[src/rtl/replay_fifo_pkg.sv]
package replay_fifo_pkg;

  // Strobes from the control unit to the storage datapath.
  typedef struct packed {
    logic push;    // write input beat at the write pointer
    logic pop;     // advance read pointer
    logic rewind;  // move read pointer back to the frame base
    logic commit;  // move frame base up to the write pointer
  } fifoStrobes_t;

  typedef enum logic {
    PH_HOLD = 1'b0,  // retaining frame start, replayable
    PH_FLOW = 1'b1   // released, plain FIFO until last beat leaves
  } fifoPhase_t;

endpackage

[src/rtl/replay_fifo_store.sv]
module replay_fifo_store
  import replay_fifo_pkg::*;
#(
  parameter int DATA_W = 8,
  parameter int DEPTH  = 16,
  localparam int IDX_W = $clog2(DEPTH),
  localparam int PTR_W = IDX_W + 1
) (
  input  logic              clk,
  input  logic              rstN,
  input  fifoStrobes_t      strb,
  input  logic [DATA_W-1:0] inData,
  input  logic              inLast,
  output logic [DATA_W-1:0] outData,
  output logic              outLast,
  output logic              empty,
  output logic [PTR_W-1:0]  storedCnt,
  output logic [PTR_W-1:0]  level
);

  localparam logic [PTR_W-1:0] DEPTH_LIM = PTR_W'(DEPTH);

  logic [DATA_W:0]    mem [DEPTH];
  logic [PTR_W-1:0]   wrPtr, rdPtr, basePtr;

  always_ff @(posedge clk) begin
    if (strb.push) mem[wrPtr[IDX_W-1:0]] <= {inLast, inData};
  end

  always_ff @(posedge clk) begin
    if (!rstN) begin
      wrPtr   <= '0;
      rdPtr   <= '0;
      basePtr <= '0;
    end else begin
      if (strb.push) wrPtr <= wrPtr + 1'b1;
      if (strb.rewind)   rdPtr <= basePtr;
      else if (strb.pop) rdPtr <= rdPtr + 1'b1;
      if (strb.commit) basePtr <= wrPtr;
    end
  end

  assign {outLast, outData} = mem[rdPtr[IDX_W-1:0]];
  assign empty     = (rdPtr == wrPtr);
  assign storedCnt = wrPtr - basePtr;
  assign level     = wrPtr - rdPtr;

  // a write never lands on an occupied slot
  assert_no_overflow_R7: assert property (@(posedge clk) disable iff (!rstN)
    strb.push |-> (level < DEPTH_LIM));

  // a pending beat is held while it is not taken
  assert_hold_output_R11: assert property (@(posedge clk) disable iff (!rstN)
    (!empty && !strb.pop && !strb.rewind) |=> (!empty && $stable(outData) && $stable(outLast)));

endmodule

[src/rtl/replay_fifo_ctrl.sv]
module replay_fifo_ctrl
  import replay_fifo_pkg::*;
#(
  parameter int BUF_SIZE = 8,
  parameter int DEPTH    = 16,
  localparam int PTR_W   = $clog2(DEPTH) + 1
) (
  input  logic             clk,
  input  logic             rstN,
  input  logic             inValid,
  input  logic             inLast,
  input  logic             outReady,
  input  logic             replayCmd,
  input  logic             contCmd,
  input  logic             empty,
  input  logic             headLast,
  input  logic [PTR_W-1:0] storedCnt,
  input  logic [PTR_W-1:0] level,
  output logic             inReady,
  output logic             outValid,
  output logic             waiting,
  output fifoStrobes_t     strb
);

  localparam logic [PTR_W-1:0] KEEP_LIM  = PTR_W'(BUF_SIZE);
  localparam logic [PTR_W-1:0] DEPTH_LIM = PTR_W'(DEPTH);

  fifoPhase_t phase;
  logic       lastSeen;
  logic       doCont;
  logic       tailOut;

  always_comb begin
    if (lastSeen)              inReady = 1'b0;
    else if (phase == PH_HOLD) inReady = (storedCnt < KEEP_LIM);
    else                       inReady = (level < DEPTH_LIM);
  end

  assign outValid = !empty;
  assign waiting  = (phase == PH_HOLD) && empty && (lastSeen || storedCnt == KEEP_LIM);
  assign doCont   = waiting && contCmd && !replayCmd;
  assign tailOut  = (phase == PH_FLOW) && outValid && outReady && headLast;

  always_comb begin
    strb.push   = inValid && inReady;
    strb.pop    = outValid && outReady;
    strb.rewind = waiting && replayCmd;
    strb.commit = (doCont && lastSeen) || tailOut;
  end

  always_ff @(posedge clk) begin
    if (!rstN) begin
      phase    <= PH_HOLD;
      lastSeen <= 1'b0;
    end else begin
      if (doCont && !lastSeen) phase <= PH_FLOW;
      else if (tailOut)        phase <= PH_HOLD;
      if (strb.commit)                  lastSeen <= 1'b0;
      else if (strb.push && inLast)     lastSeen <= 1'b1;
    end
  end

  // the retained window never grows past BUF_SIZE beats
  assert_keep_window_R3: assert property (@(posedge clk) disable iff (!rstN)
    (phase == PH_HOLD) |-> (storedCnt <= KEEP_LIM));

  // the end of a frame closes the input
  assert_frame_gate_R10: assert property (@(posedge clk) disable iff (!rstN)
    (strb.push && inLast) |=> !inReady);

  // an accepted continue always leaves the waiting state
  assert_cont_leaves_wait_R6: assert property (@(posedge clk) disable iff (!rstN)
    doCont |=> !waiting);

endmodule

[src/rtl/replay_fifo.sv]
module replay_fifo
  import replay_fifo_pkg::*;
#(
  parameter int DATA_W   = 8,
  parameter int BUF_SIZE = 8,
  parameter int DEPTH    = 16,
  localparam int PTR_W   = $clog2(DEPTH) + 1
) (
  input  logic              clk,
  input  logic              rstN,
  input  logic [DATA_W-1:0] inData,
  input  logic              inLast,
  input  logic              inValid,
  output logic              inReady,
  output logic [DATA_W-1:0] outData,
  output logic              outLast,
  output logic              outValid,
  input  logic              outReady,
  input  logic              replayCmd,
  input  logic              contCmd,
  output logic              waiting
);

  fifoStrobes_t     strb;
  logic             empty;
  logic [PTR_W-1:0] storedCnt;
  logic [PTR_W-1:0] level;

  replay_fifo_ctrl #(.BUF_SIZE(BUF_SIZE), .DEPTH(DEPTH)) u_ctrl (
    .clk(clk), .rstN(rstN),
    .inValid(inValid), .inLast(inLast), .outReady(outReady),
    .replayCmd(replayCmd), .contCmd(contCmd),
    .empty(empty), .headLast(outLast),
    .storedCnt(storedCnt), .level(level),
    .inReady(inReady), .outValid(outValid), .waiting(waiting),
    .strb(strb)
  );

  replay_fifo_store #(.DATA_W(DATA_W), .DEPTH(DEPTH)) u_store (
    .clk(clk), .rstN(rstN), .strb(strb),
    .inData(inData), .inLast(inLast),
    .outData(outData), .outLast(outLast),
    .empty(empty), .storedCnt(storedCnt), .level(level)
  );

  // a replay from the waiting state brings a beat back on the output
  assert_replay_resume_R5: assert property (@(posedge clk) disable iff (!rstN)
    (waiting && replayCmd) |=> outValid);

  // an offered beat is not withdrawn
  assert_valid_held_R11: assert property (@(posedge clk) disable iff (!rstN)
    (outValid && !outReady && !replayCmd) |=> outValid);

endmodule

[config.mk]
export PLATFORM = sky130hd
export DESIGN_NAME = replay_fifo
export DESIGN_NICKNAME = d
export VERILOG_FILES = /design/src/rtl/replay_fifo_pkg.sv /design/src/rtl/replay_fifo_store.sv /design/src/rtl/replay_fifo_ctrl.sv /design/src/rtl/replay_fifo.sv
export SDC_FILE = /design/constraint.sdc
export NUM_CORES = 1
export LEC_CHECK = 0
export ABC_AREA = 1
export ABC_CLOCK_PERIOD_IN_PS = 5400
export BUFFER_PORTS_ARGS = -buffer_cell sky130_fd_sc_hd__buf_2
export CAP_MARGIN = 20
export CORE_MARGIN = 2
export CORE_UTILIZATION = 57
export CTS_CLUSTER_SIZE = 30
export DETAILED_ROUTE_END_ITERATION = 16
export GPL_TIMING_DRIVEN = 0
export PLACE_DENSITY_LB_ADDON = 0.15
export SETUP_SLACK_MARGIN = 0.02
export SLEW_MARGIN = 20
export SYNTH_ARGS = -nofsm -noshare
export SYNTH_HDL_FRONTEND = slang
export SYNTH_HIERARCHICAL = 1
export SYNTH_SLANG_ARGS = --single-unit
export TNS_END_PERCENT = 10
[constraint.sdc]
create_clock -name clk -period 5.4 [get_ports clk]
set_clock_uncertainty 0.2 [all_clocks]
set_input_delay 0.54 -clock clk [delete_from_list [all_inputs] [get_ports clk]]
set_output_delay 0.54 -clock clk [all_outputs]
set_load 0.02 [all_outputs]
# == Word-level counts from Yosys, hierarchy flattened ==
# Memory sizes are Yosys's and may differ from the RTL's. A register that Yosys moved wholly into a read port is not among the register bits.
# Index checks and enable logic that the tools add are counted.
# totals
register_bits,17
latchBits,0
mem_bits_rw,144
romBits,0
in_bits,15
out_inout_bits,12
wordCells,47
mem_count,1
# mem_list
name,words,word_bits,read_ports,rd_clocked_by_memory_dff,wr,line_no,text
u_store.mem,16,9,1,1,1,replay_fifo_store.sv:23,logic [DATA_W:0] mem [DEPTH];
# op_classes
add_sub_neg,4
n_mul,0
div,0
n_lt_le_gt_ge,2
eq_ne,2
n_shift,0
muxes,10
bitwise,2
reduce_logical,21
# ops
op,count
$logic_and 1x1->1,13
$add 5x1->5 const B,2
$mux 5,2
$sub 5x5->5,2
$mux 4,2
$mux 1,6
$eq 5x4->1 const B,1
$eq 5x5->1,1
$lt 5x4->1 const B,1
$lt 5x5->1 const B,1
$reduce_bool 2->1,2
$logic_not 1->1,3
$logic_or 1x1->1,2
$not 1->1,2
$reduce_or 2->1,1

# == Logic depth before layout (Yosys ltp) ==
# logic_depth
word_depth,9
ltp_mapped,18
ltp_nobuf,18

# == Hierarchy ==
# Netlist, hierarchy kept.
# modules_own_cells
module,instances,cells_per_inst,area_per_inst_um2,seq_area_each_um2
replay_fifo_store,1,730,7352.1,4704.5
replay_fifo_ctrl,1,35,190.2,40.0

# == Worst setup path after synthesis ==
# OpenSTA, ideal clock, no wires.
# synth_path
path_type,reg-to-reg
startpoint,register u_store.wrPtr[0]
endpoint,"memory u_store/mem[15][0] (netlist bit), enable pin"
setup_time_ns,0.377
arrival_time_ns,2.419
required_ns,4.823
slack_ns,2.404
stages_incl_launch_ff,11
n_path_buf,1
period_less_slack_ns,2.996
cell_sequence,dfxtp_1 -> inv_1 -> ha_1 -> fa_1 -> o21ai_0 -> xor2_1 -> o21bai_2 -> and3_1 -> buf_4 -> nand2_2 -> nor2_1
# synth_lines
item,line_no,text
from (decl),replay_fifo_store.sv:24,"logic [PTR_W-1:0] wrPtr, rdPtr, basePtr;"
from (signal assigned),replay_fifo_store.sv:36,if (strb.push) wrPtr <= wrPtr + 1'b1;
to (decl),replay_fifo_store.sv:23,

==> results.toml <==
[status]
outcome = "completed"

[timing]
slew_headroom_pct = 26.83
slew_violations = 0
hold_violations = 0
period_minus_slack_ns = 3.710
tightest_slew_ns = 1.094
setup_viol = 0
fin_crit_sh_pct = 68.71
rsz0062_at_grt = "no"
setup_tns_ns = 0
max_freq_mhz = 269.5

[clock_network]
worstSkewPairLatency_ns = 0.42
cts_tree = "yes"
clk_path_buf_depth = 2
path_clk_slew_ns = 0.06
cts_setup_buffers = 0
post_cts_resized = 0
htreeDepth = 4
cts_inserted_buffers = 17
root_buffer = "clkbuf_16"
ctsHoldBuffers = 0
cts_num_sinks = 165

[drt]
first_pass_iters = 5
drc = 0
wl_per_cell_um = 18.64
routed_via_density = 5.503
drt_iter0_markers = 610
route.antenna.remaining_nets = 0
num_vias = 5431
wl_mm = 18.39

[global_route]
use_met3_pct = 5.164
grt_max_degree = 18
antenna_found_initial = 0
grt_busiest_layer = "met2"
use_met1_pct = 37.25
gr-usage-met2_pct = 42.06
grt_pass1_wl_mm = 28.33
grt_pass1_vias = 5192
overflow = 0
grt_usage_pct = 27.34

[power]
ir_drop_mv = 0.3024
cellPowerDensity_nw_per_um2 = 442.5
power_switching_mw = 1.270
p_int_mw = 2.429
p_comb_share_pct = 31.5
clkPwrFrac_pct = 28.8
p_leak_nw = 3.654
seqPwrFrac_pct = 39.7
swShare_pct = 34.33

[worst_setup_path]
cp.arrival_ns = 3.55
reg2reg_depth = 10
criticalPathCategory = "reg2reg"
r2r-start = "u_store/wrPtr[0]$_SDFFE_PN0P_"
critPathMaxFanout = 9
r2r_slack_ns = 1.69
worstSetupEndpointType = "register"
worstReg2RegEnd = "u_store/mem[5][4]$_DFFE_PP_"
critPathLaunchType = "register"
critPathSlowestCell = "nor2_1"
max_stage_delay_ns = 0.82
worstPathCellList = "inv_1 -> ha_1 -> fa_1 -> o21ai_0 -> xor2_1 -> o21bai_2 -> and3_1 -> buf_4 -> nand2_1 -> nor2_1"
crit_required_ns = 5.24

[floorplanning]
die_area_um2 = 14100
rows = 41
num_io_pins = 27
start_util_pct = 59.01
fp.dieW_um = 118.8
die_h_um = 118.8
core_area_um2 = 12720

[cells_and_area]
fin_cells = 987
final_cell_area_um2 = 8358
drive_above_1_share_pct = 9.939
antennaDiodeCount = 0
area_delta_synth_final_pct = 11.33
fin_nets = 834

[synth]
syn_area_per_cell_um2 = 9.891
syn-cell-area_um2 = 7507
yosys_warnings = 6
netlist_instances = 759
syn_nets = 789

[placed_design]
dpl.cell_count = 957
hpwlAfterDp_mm = 12.18
place_area_um2 = 7853
io_buffers = 26
gp_congestion = 0.8569

[min_path]
min_from = "rstN"
min_path_cells = 3
holdCritPathClass = "in2reg"
whs_endpoint = "u_ctrl/lastSeen$_SDFFE_PP0P_"

[job]
drv_cap = 0
state kept, by name, summed over array words and instances, names as in the netlist, named ones only:
name,cells
u_store/mem,144
u_store/basePtr,5
u_store/rdPtr,5
u_store/wrPtr,5
u_ctrl/lastSeen,1
u_ctrl/phase,1
through the flow:
| step | hold WS (ns) | utilization, % | setup slack (ns) | power [mW] |
|---|---|---|---|---|
| floorplan | 0.2745 | - | 2.404 | 2.259 |
| global route | 0.1861 | 65.70 | 1.547 | 3.852 |
| detailed placement | 0.3133 | 61.72 | 1.678 | 2.635 |
| CTS | 0.1709 | 65.70 | 1.658 | 3.696 |
| finish | 0.1888 | 65.70 | 1.690 | 3.698 |
| global placement | 0.2986 | 61.72 | 1.779 | 2.612 |
power by group through the flow:
stage	Combinational [mW]	Sequential (mW)	Clock (mW)
final	1.17	1.47	1.06
after global routing	1.26	1.47	1.12
after CTS	1.15	1.47	1.08
after detailed placement	1.14	1.49	0
after global placement	1.12	1.49	0
after floorplan	0.772	1.49	0
critical path: cells and delay by family (launching register included):
family,cells,cell delay (ns)
buf+inv,2,0.32
compound gates,2,0.42
xor+xnor,1,0.14
simple gates,3,1.16
flops,1,0.42
fa+ha+maj,2,0.66
layout make-up:
type	instances	area, um2
Buffer	29	222.7
Fill cell	1060	4364
Clock inverter	8	61.31
Tap cell	172	215.2
Clock buffer	22	444.2
Multi-Input combinational cell	423	1999
Timing Repair Buffer	26	130.1
Sequential cell	165	4745
Inverter	142	540.5
layer usage:
metal  share of wire (%)  routed length [um]
met1                  41                7462
met2                  46                8509
met3                 9.2                1699
met4                 3.9                 722
met5                   0                   0
cells in the final DEF, fill, tap and decap left out, types with 6 or more instances in the layout:
cell       count
nor2_1        29
clkbuf_16     17
buf_2         33
edfxtp_1     144
buf_6          8
ha_1          13
clkbuf_1       7
a21oi_1       18
buf_4         12
dfxtp_1       21
nand4_1        6
o21ai_0       12
nand2_1      214
inv_1        136
nand3_1      112
how the worst max path moves through the flow:
stage	slack (ns)	start	cells past startpoint	to
global route	1.55	u_store/wrPtr[0]$_SDFFE_PN0P_	10	u_store/mem[0][4]$_DFFE_PP_
detailed placement	1.68	u_store/wrPtr[0]$_SDFFE_PN0P_	10	u_store/mem[15][2]$_DFFE_PP_
floorplan	2.40	u_store/wrPtr[0]$_SDFFE_PN0P_	10	u_store/mem[15][0]$_DFFE_PP_
finish	1.69	u_store/wrPtr[0]$_SDFFE_PN0P_	10	u_store/mem[5][4]$_DFFE_PP_
global placement	1.78	u_store/wrPtr[0]$_SDFFE_PN0P_	10	u_store/mem[15][2]$_DFFE_PP_
CTS	1.66	u_store/wrPtr[0]$_SDFFE_PN0P_	10	u_store/mem[15][2]$_DFFE_PP_
Power figures use the tool's default switching activity.
